==> config.mk <==
export PLATFORM = sky130hd
export DESIGN_NAME = xbist_seq
export DESIGN_NICKNAME = d
export VERILOG_FILES = /design/src/rtl/xbist_pkg.sv /design/src/rtl/xbist_count.sv /design/src/rtl/xbist_fsm.sv /design/src/rtl/xbist_seq.sv
export SDC_FILE = /design/constraint.sdc
export NUM_CORES = 1
export LEC_CHECK = 0
export ABC_AREA = 0
export CORE_MARGIN = 2
export CORE_UTILIZATION = 51
export DETAILED_ROUTE_END_ITERATION = 7
export PLACE_DENSITY = 0.85
export REMOVE_ABC_BUFFERS = 1
export SYNTH_ARGS = -nofsm -noshare
export SYNTH_HDL_FRONTEND = slang
export SYNTH_HIERARCHICAL = 1
export SYNTH_SLANG_ARGS = --single-unit
==> constraint.sdc <==
create_clock -name clk -period 2.4 [get_ports clk]
set_input_delay 0.24 -clock clk [delete_from_list [all_inputs] [get_ports clk]]
set_output_delay 0.24 -clock clk [all_outputs]
set_load 0.03 [all_outputs]
==> src/rtl/xbist_pkg.sv <==
package xbist_pkg;
  typedef enum logic [2:0] {
    ST_IDLE = 3'd0,
    ST_GEN  = 3'd1,
    ST_LOAD = 3'd2,
    ST_SEL  = 3'd3,
    ST_CHK0 = 3'd4,
    ST_CHK1 = 3'd5,
    ST_SQW  = 3'd6
  } xb_state_t;
endpackage

==> src/rtl/xbist_count.sv <==
module xbist_count #(
  parameter int W = 4
) (
  input  logic         clk,
  input  logic         rst_n,
  input  logic         clr,
  input  logic         inc,
  input  logic [W-1:0] lim,
  output logic [W-1:0] val,
  output logic         last
);
  always_ff @(posedge clk or negedge rst_n) begin
    if (!rst_n)   val <= '0;
    else if (clr) val <= '0;
    else if (inc) val <= val + 1'b1;
  end

  assign last = (val == lim);
endmodule

==> src/rtl/xbist_fsm.sv <==
module xbist_fsm
  import xbist_pkg::*;
(
  input  logic      clk,
  input  logic      rst_n,
  input  logic      start,
  input  logic      zero_pat,
  input  logic      win_last,
  input  logic      idx_last,
  input  logic      pat_last,
  output xb_state_t state
);
  xb_state_t nxt;

  always_comb begin
    nxt = state;
    unique case (state)
      ST_IDLE: if (start && !zero_pat) nxt = ST_GEN;
      ST_GEN:  nxt = ST_LOAD;
      ST_LOAD: nxt = ST_SEL;
      ST_SEL:  nxt = ST_CHK0;
      ST_CHK0: nxt = ST_CHK1;
      ST_CHK1: nxt = ST_SQW;
      ST_SQW: begin
        if (win_last) begin
          if (!idx_last)     nxt = ST_SEL;
          else if (pat_last) nxt = ST_IDLE;
          else               nxt = ST_GEN;
        end
      end
      default: nxt = ST_IDLE;
    endcase
  end

  always_ff @(posedge clk or negedge rst_n) begin
    if (!rst_n) state <= ST_IDLE;
    else        state <= nxt;
  end
endmodule

==> src/rtl/xbist_seq.sv <==
module xbist_seq
  import xbist_pkg::*;
#(
  parameter int NUM_IN  = 3,
  parameter int WIN_CYC = 4,
  parameter int PCW     = 8,
  localparam int IW     = (NUM_IN > 1) ? $clog2(NUM_IN) : 1,
  localparam int WW     = (WIN_CYC > 1) ? $clog2(WIN_CYC) : 1
) (
  input  logic           clk,
  input  logic           rst_n,
  input  logic           start,
  input  logic [PCW-1:0] pat_count,
  input  logic           fault_flag,
  output logic           lfsr_step,
  output logic           err_clr,
  output logic           pat_load,
  output logic           walk_shift,
  output logic           walk_din,
  output logic           dm_en,
  output logic           chk_drive,
  output logic           chk_val,
  output logic           cap_strobe,
  output logic           upd_strobe,
  output logic           det_en,
  output logic           sq_mode,
  output logic [IW-1:0]  cur_idx,
  output logic           busy,
  output logic           done,
  output logic           fail
);
  xb_state_t      state;
  logic           accept;
  logic           in_sqw;
  logic           win_last, idx_last, pat_last;
  logic           step_idx, step_pat, finish;
  logic [PCW-1:0] pat_lim;
  logic [PCW-1:0] pat_val;
  logic [WW-1:0]  win_val;

  assign accept   = start && (state == ST_IDLE);
  assign in_sqw   = (state == ST_SQW);
  assign step_idx = in_sqw && win_last;
  assign step_pat = step_idx && idx_last;
  assign finish   = step_pat && pat_last;

  always_ff @(posedge clk or negedge rst_n) begin
    if (!rst_n)      pat_lim <= '0;
    else if (accept) pat_lim <= pat_count;
  end

  xbist_fsm u_fsm (
    .clk      (clk),
    .rst_n    (rst_n),
    .start    (accept),
    .zero_pat (pat_count == '0),
    .win_last (win_last),
    .idx_last (idx_last),
    .pat_last (pat_last),
    .state    (state)
  );

  xbist_count #(.W(WW)) u_win (
    .clk (clk), .rst_n (rst_n),
    .clr (!in_sqw), .inc (in_sqw),
    .lim (WW'(WIN_CYC - 1)),
    .val (win_val), .last (win_last)
  );

  xbist_count #(.W(IW)) u_idx (
    .clk (clk), .rst_n (rst_n),
    .clr (state == ST_GEN), .inc (step_idx && !idx_last),
    .lim (IW'(NUM_IN - 1)),
    .val (cur_idx), .last (idx_last)
  );

  xbist_count #(.W(PCW)) u_pat (
    .clk (clk), .rst_n (rst_n),
    .clr (state == ST_IDLE), .inc (step_pat),
    .lim (pat_lim - 1'b1),
    .val (pat_val), .last (pat_last)
  );

  always_ff @(posedge clk or negedge rst_n) begin
    if (!rst_n) begin
      done <= 1'b0;
      fail <= 1'b0;
    end else if (accept) begin
      done <= (pat_count == '0);
      fail <= 1'b0;
    end else begin
      if (finish)              done <= 1'b1;
      if (in_sqw && fault_flag) fail <= 1'b1;
    end
  end

  always_comb begin
    lfsr_step  = (state == ST_GEN);
    err_clr    = (state == ST_GEN);
    pat_load   = (state == ST_LOAD);
    walk_shift = (state == ST_SEL);
    walk_din   = (state == ST_SEL) && (cur_idx == '0);
    dm_en      = (state == ST_CHK0) || (state == ST_CHK1);
    chk_drive  = dm_en;
    chk_val    = (state == ST_CHK1);
    cap_strobe = (state == ST_CHK0) || in_sqw;
    upd_strobe = in_sqw;
    det_en     = in_sqw;
    sq_mode    = in_sqw;
    busy       = (state != ST_IDLE);
  end
endmodule

=== Yosys cells after proc, flatten, opt, wreduce, memory -nomap -nowiden ===
Cells that the tools add are included.

* Reduce and logical (&&, ||, !) cells: 21
* Equality and inequality tests: 11
* $add $sub $neg: 4
* Multiplexer cells: 14

{| class="wikitable"
|+ Operator list
! cell !! number
|-
| one-hot mux 3 bit (7 select lines) || 1
|-
| two-way mux 8 bit || 2
|-
| == test 3 bit (second input constant) || 3
|-
| two-way mux 3 bit || 3
|-
| adder 8 x 1 -> 8 bit (second input constant) || 1
|-
| == test 8 bit || 1
|-
| logical AND 1 bit || 8
|-
| zero test 8 bit || 1
|-
| nonzero test 2 bit || 4
|-
| subtractor 8 x 1 -> 8 bit (second input constant) || 1
|-
| == test 3 x 2 -> 1 bit (second input constant) || 2
|-
| two-way mux 2 bit || 3
|-
| two-way mux 1 bit || 5
|-
| adder 2 x 1 -> 2 bit (second input constant) || 2
|-
| == test 2 bit (second input constant) || 2
|-
| == test 3 x 1 -> 1 bit (second input constant) || 1
|-
| zero test 3 bit || 1
|-
| nonzero test 3 bit || 1
|-
| zero test 1 bit || 2
|-
| zero test 2 bit || 1
|-
| logical OR 1 bit || 2
|-
| inequality test 2 x 1 -> 1 bit (second input constant) || 1
|-
| inequality test 2 bit (second input constant) || 1
|-
| AND reduction 2 bit || 1
|}

* Register bits: 25
* Logic and storage cells: 57
* Output and inout port bits: 17

=== Longest topological paths before layout ===
Gate-level depths: netlist of the first run.

* Depth in word-level cells: 6
* Gate-level depth with buffers: 11
* Mapped depth without buffers: 11

=== Cells and area by module ===
The synthesis of the first run kept the hierarchy.

{| class="wikitable"
|+ By module, submodules not included
! module !! instances !! area an instance (µm²) !! cells an instance
|-
| xbist_seq || 1 || 684.4 || 68
|-
| xbist_count (u_pat) || 1 || 476.7 || 49
|-
| xbist_count (u_idx ...) || 2 || 110.1 || 10
|-
| xbist_fsm || 1 || 143.9 || 16
|}

=== Worst setup path before layout of the first run ===
OpenSTA, ideal clock, no wires.

* Path type: register -> output
* From: register u_fsm.state[2]
* To: output port sq_mode
* Stages on the path, launching flop included: 5
* Slack: 312 ps
* Arrival: 1,848 ps
* Path buffers: 1
* Path through: dfrtp_1 nor2b_1 nand2_1 inv_1 buf_4

* Word-level cells in the longest chain between the ends: 1

{| class="wikitable"
|+ Ends and longest elaborated chain
! what !! RTL line !! RTL
|-
| from (decl) || xbist_fsm.sv:11 || <nowiki>output xb_state_t state</nowiki>
|-
| from (signal assigned) || xbist_fsm.sv:37 || <nowiki>else state <= nxt;</nowiki>
|-
| == test 3 bit || xbist_seq.sv:42 || <nowiki>assign in_sqw = (state == ST_SQW);</nowiki>
|-
| to (decl) || xbist_seq.sv:26 || <nowiki>output logic sq_mode,</nowiki>
|}

Every way passes these cells.

=== Worst setup path in the final report of the first run ===
* From: register u_fsm.state[2]
* To: output port chk_val

* Word-level cells in the longest chain between the ends: 1

{| class="wikitable"
|+ Ends and longest elaborated chain
! what !! RTL line !! RTL
|-
| == test 3 bit || xbist_seq.sv:105 || <nowiki>chk_val = (state == ST_CHK1);</nowiki>
|-
| to (decl) || xbist_seq.sv:22 || <nowiki>output logic chk_val,</nowiki>
|}

Every way passes these cells.

==> out/results.ini, run 1 <==
[critical_path]
cp_cell_sequence = buf_4 -> nor2b_1 -> and2_1 -> clkdlybuf4s50_1
r2r_start = pat_lim[1]
cp-start-kind = flip-flop
cp-end-kind = output pin
crit_fanout = 9
critPathTopFamily = buffers and inverters
worstSetupPathType = flip-flop to output pin
cp_num_buf_inv = 2
required_ns = 2.16
worst_path_largest_cell_delay_ns = 0.66
cp.arrival_ns = 2.02
setup.worst_path.start = u_fsm/state[2]
cp_slowest_cell = clkdlybuf4s50_1

[clocking]
holdBufCountCts = 0
path_clk_slew_ns = 0.13
ctsRootBufferMaster = clkbuf_4
numCtsBuffers = 3
cts_tree = yes
insertion_delay_ns = 0.32
cts_sinks = 25
htreeDepth = 1
cts_max_path_buffers = 2

[yosys]
synth_edf_count = 0
synth-compound-area-share = 0.0902
synth_top_area_frac = 0.410
syn_inst = 153
synth_common_cells = dfrtp_1 (25), nor2_1 (15), xnor2_1 (12)
synth.avg_cell_area_sq_um = 9.97
ys_warn_count = 6
synthTopCellsByArea = dfrtp_1 (41%), xnor2_1 (6.9%), xor2_1 (6.3%)
synthSimpleGateAreaFrac = 0.234
synthFlopType = dfrtp_1
synth_top_family_by_area = simple AND/OR/NAND/NOR gates
synth_area_sq_um = 1530
ys_ff_latch = 25
synth_adder_area_share = 0.0164
yosysMostFrequentCell = dfrtp_1
yosys.area_share.xor_xnor = 0.132
yosysTopAreaCell = dfrtp_1
synthMuxAreaShare = 0.0574
synthArstFlopShare = 1.00
yosysSeqAreaShare = 0.410
synth.distinct_cells = 38

[floorplan]
fp.dieH_um = 58.7
die_w_um = 58.7
start_util = 0.544
rows = 19
die_area_sq_um = 3440
io_pins = 29
coreArea_sq_um = 2810

[detailed_routing]
viasPerCell = 5.51
wl_per_cell_um = 14.2
drc_errors = 0
first_iter_violations = 51
ant_nets = 0
via_count = 1191
firstDrtPassIters = 4
routed_wl_um = 3080

[placement]
dp_hpwl_um = 2350
portBuffers = 28
dp_cells = 211
dpl_cell_area_sq_um = 1830
place.gp.congestion = 0.815

[sta]
rsz0062_at_grt = false
hold_slack_ns = 0.270
finalHoldViolations = 0
finClkSkew_ns = 0.00543
fin_crit_ns = 2.26
setup_viol = 0
fmax_mhz = 443
maxSlewViolCount = 0
period_share = 0.941
setup_tns_ns = 0

[layout]
final_cell_count_no_fill = 216
nets = 200
num_antenna_cells = 0
area_growth_pct = 23.5
fin_area_sq_um = 1880
drive_gt1_frac = 0.124
fillers = 223
utilization = 0.671

[global_routing]
grt_overflow = 0
grt_max_degree = 26
grt_use_total = 0.193
grt_pass1_wl_um = 5190
antenna_found_initial = 0
grt_pass1_vias = 1187

[flow_run]
maxCapViolCount = 0

[power_and_ir_drop]
p_leak_nw = 0.840
irDropWorstVdd_mv = 0.832
power.density_nw_per_um2 = 1120

[min_path]
hold_path_class = primary input to asynchronous set/reset pin

[outcome]
status = completed

worst register-to-register path, cell delays in order (launching register included):
cell,delay [ns]
dfrtp_2,0.46
inv_1,0.09
ha_1,0.18
inv_1,0.06
or3_2,0.44
xnor2_2,0.15
xnor2_1,0.14
nand4_1,0.14
nor2_2,0.15
nand4_1,0.11
o31ai_1,0.09
nor3_1,0.08
per-layer routing:
metal,track usage,vias up,part of all wire
met1,0.225,580,0.43
met4,0.0260,0,0
met5,0,-,0
met2,0.366,29,0.52
met3,0.0462,0,0.048
li1,-,582,-
report_power, final:
part	internal (W)	total, W	leakage (nW)	switching (W)
clock	0.0000650	0.000186	0.0150	0.000121
combinational	0.000554	0.00117	0.505	0.000620
sequential	0.000549	0.000747	0.320	0.000198
total	0.00117	0.00211	0.840	0.000939
state kept, by name, indices dropped and copies added, names as in the netlist:
register,cells
u_win/val,2
u_pat/val,8
done,1
pat_lim,8
u_idx/val,2
fail,1
u_fsm/state,3
worst paths after layout:
| kind | to | slack [ns] | depth (start not counted) |
|---|---|---|---|
| max | chk_val | 0.14 | 4 |
| min | u_pat/val[6] | 0.27 | 2 |
| max reg2reg | u_fsm/state[0] | 0.20 | 11 |
| min reg2reg | fail | 0.53 | 2 |
| max in group asynchronous | u_fsm/state[1] | 1.87 | 2 |
| min in group clk | pat_lim[1] | 0.50 | 3 |
area by class of cell:
class	instances	area (sq um)	share of cell area
Tap cell	31	38.8	0.0206
Inverter	6	22.5	0.0120
Multi-Input combinational cell	116	833	0.443
Clock buffer	4	26.3	0.0140
Timing Repair Buffer	34	333	0.177
Sequential cell	25	629	0.334
through the flow:
stage	setup WS, ns	total power [W]
6_report	0.141	0.00211
5_1_grt	0.0277	0.00225
4_1_cts	0.00256	0.00209
3_5_place_dp	0.120	0.00190
3_3_place_gp	0.285	0.00186
2_1_floorplan	0.0376	0.00147
cells by family after synthesis:
logic type / Yosys count
other: 2
muxes: 8
adders and majority gates: 2
DFF: 25
xor gates and xnor gates: 23
buffers and inverters: 14
AOI/OAI and AO/OA: 20
and+or+nand+nor: 59
cells in the final DEF, fill, tap and decap left out, types with 3 or more instances in the layout:
master           instances
clkdlybuf4s50_1         25
a21oi_1                  3
nand4_1                  6
conb_1                   4
clkbuf_4                 3
xnor2_1                 11
xor2_1                  11
mux2_1                   4
dfrtp_1                 22
nor3b_1                  3
nor2_1                  14
inv_1                    6
dfrtp_2                  3
buf_4                    6
nor2b_1                  5
o21ai_0                  5
or4_1                    3
o21ai_1                  3
dlymetal6s2s_1           3
or3_1                    4
nand2_1                 11
timing repair:
action,CTS,global route
setup endpoints to repair,0,5
buffers inserted,0,1
gates resized for setup,0,8
(Power assumes the default switching activity.)
==> run 2, diff against run 1 <==
--- a/config.mk
+++ b/config.mk
@@ -6,10 +6,12 @@
 export NUM_CORES = 1
 export LEC_CHECK = 0
 export ABC_AREA = 0
+export CELL_PAD_IN_SITES_DETAIL_PLACEMENT = 1
+export CELL_PAD_IN_SITES_GLOBAL_PLACEMENT = 2
 export CORE_MARGIN = 2
-export CORE_UTILIZATION = 51
+export CORE_UTILIZATION = 32
 export DETAILED_ROUTE_END_ITERATION = 7
-export PLACE_DENSITY = 0.85
+export PLACE_DENSITY = 0.82
 export REMOVE_ABC_BUFFERS = 1
 export SYNTH_ARGS = -nofsm -noshare
 export SYNTH_HDL_FRONTEND = slang
==> out/results.ini, run 2 (synthesized netlist as in run 1, its figures left out) <==
[layout]
final_cell_mix = clkdlybuf4s50_1 (25), dfrtp_1 (23), nor2_1 (14)  ; was clkdlybuf4s50_1 (25), dfrtp_1 (22), nor2_1 (14)
utilization = 0.416  ; was 0.671
nets = 201  ; was 200
area_growth_pct = 27.2  ; was 23.5%
num_antenna_cells = 0  ; unchanged
drive_gt1_frac = 0.134  ; was 0.124
layout_commonest_cell = clkdlybuf4s50_1  ; unchanged
top_regs = pat_lim x8, u_pat/val x8, u_fsm/state x3  ; unchanged

[clocking]
cts_tree = yes  ; unchanged
path_clk_slew_ns = 0.10  ; was 0.13 ns
numCtsBuffers = 3  ; unchanged
insertion_delay_ns = 0.28  ; was 0.32 ns
htreeDepth = 1  ; unchanged
cts_sinks = 25  ; unchanged
cts_max_path_buffers = 2  ; unchanged
ctsRootBufferMaster = clkbuf_8  ; was clkbuf_4
cts_setup_buffers = 0  ; unchanged
holdBufCountCts = 0  ; unchanged

[sta]
maxSlewViolCount = 0  ; unchanged
setup_viol = 0  ; unchanged
worst_slew_pin_slew_ns = 0.749
finalHoldViolations = 0  ; unchanged
setup_tns_ns = 0  ; unchanged
fmax_mhz = 448  ; was 443 MHz
max_slew_margin = 0.499
fin_crit_ns = 2.23  ; was 2.26 ns
period_share = 0.930  ; was 0.941
rsz0062_at_grt = false  ; unchanged
hold_slack_ns = 0.329  ; was 0.270 ns
finClkSkew_ns = 0.00251  ; was 0.00543 ns

[min_path]
hold_path_class = primary input to asynchronous set/reset pin  ; unchanged

[global_routing]
antenna_found_initial = 0  ; unchanged
grt_use_total = 0.150  ; was 0.193
grt_max_degree = 26  ; unchanged
grt_pass1_vias = 1254  ; was 1,187
grt_pass1_wl_um = 6220  ; was 5190 um
grt_overflow = 0  ; unchanged

[detailed_routing]
drc_errors = 0  ; unchanged
via_count = 1202  ; was 1,191
viasPerCell = 5.01  ; was 5.51
routed_wl_um = 3660  ; was 3080 um
ant_nets = 0  ; unchanged
wl_per_cell_um = 15.3  ; was 14.2 um
firstDrtPassIters = 4  ; unchanged
first_iter_violations = 78  ; was 51

[critical_path]
worst-r2r-cell-count = 11  ; unchanged
critPathCapture = walk_din  ; was chk_val
cp-end-kind = output pin  ; unchanged
timing.rr.end = u_fsm/state[0]  ; unchanged
rrSetupSlack_ns = 0.20  ; about the same
required_ns = 2.16  ; about the same
r2r_start = pat_lim[1]  ; unchanged
cp.arrival_ns = 1.99  ; was 2.02 ns
setup.worst_path.start = u_fsm/state[0]  ; was u_fsm/state[2]
worstSetupPathType = flip-flop to output pin  ; unchanged
crit_fanout = 12  ; was 9
cp-start-kind = flip-flop  ; unchanged

[floorplan]
start_util = 0.327  ; was 0.544
die_area_sq_um = 5330  ; was 3440 sq um
die_w_um = 73.0  ; was 58.7 um
io_pins = 29  ; unchanged
rows = 25  ; was 19
fp.dieH_um = 73.0  ; was 58.7 um
coreArea_sq_um = 4660  ; was 2810 sq um

[flow_run]
maxCapViolCount = 0  ; unchanged

[placement]
place.gp.congestion = 0.811  ; was 0.815
dp_hpwl_um = 2800  ; was 2350 um
portBuffers = 28  ; unchanged

[power_and_ir_drop]
irDropWorstVdd_mv = 0.442  ; was 0.832 mV
power.density_nw_per_um2 = 1140  ; was 1120 nW/um^2
p_leak_nw = 0.853  ; was 0.840 nW

[outcome]
status = completed  ; unchanged

[run 2: area by class of cell]
cell class / count / area, sq um
sequential: 25 / 628
timing repair buffer: 35 / 340
fill: 528 / 2720
multi-input combinational: 116 / 833
tap: 54 / 67.6
inverter: 6 / 22.5
clock inverter: 1 / 7.51
clock buffer: 3 / 41.3
[run 2: timing repair]
item,4_1_cts,5_1_grt
hold endpoints to repair,0,0
endpoints found under the setup margin,0,6
gates resized for setup,0,8
[run 2: per-stage QoR]
stage                     std cells  total power (W)  setup WS [ns]  cell area, sq um
final                           240          0.00222          0.167              1940
after global routing            240          0.00238        0.00485              1940
after CTS                       240          0.00222         0.0347              1920
after detailed placement        236          0.00195          0.105              1870
after global placement          236          0.00190          0.255              1870
after floorplan                 147          0.00147         0.0376              1470
[run 2: per-layer routing]
| metal | vias to the layer above | GRT usage | part of all wire |
|---|---|---|---|
| met5 | - | 0 | 0 |
| met3 | 4 | 0.0276 | 0.021 |
| li1 | 584 | - | - |
| met2 | 16 | 0.261 | 0.52 |
| met1 | 598 | 0.190 | 0.45 |
| met4 | 0 | 0.0370 | 0.0076 |
[run 2: power by group]
part           internal, W  switching, W
logic             0.000563      0.000629
clock network     0.000118      0.000151
registers         0.000548      0.000207
total              0.00123      0.000987
[run 2: worst min-delay path by stage]
stage,slack (ns),end,from,cells after the start
6_report,0.33,u_pat/val[5],rst_n,2
5_1_grt,0.35,u_pat/val[5],rst_n,2
4_1_cts,0.34,u_pat/val[5],rst_n,2
3_5_place_dp,0.50,fail,fail,2
3_3_place_gp,0.49,fail,fail,2
2_1_floorplan,-0.06,done,rst_n,0
[run 2: critical path, stage by stage (launching register included)]
cell and delay (ns):
dfrtp_1 0.60, and3b_1 0.24, nor3b_1 0.19, clkdlybuf4s50_1 0.70
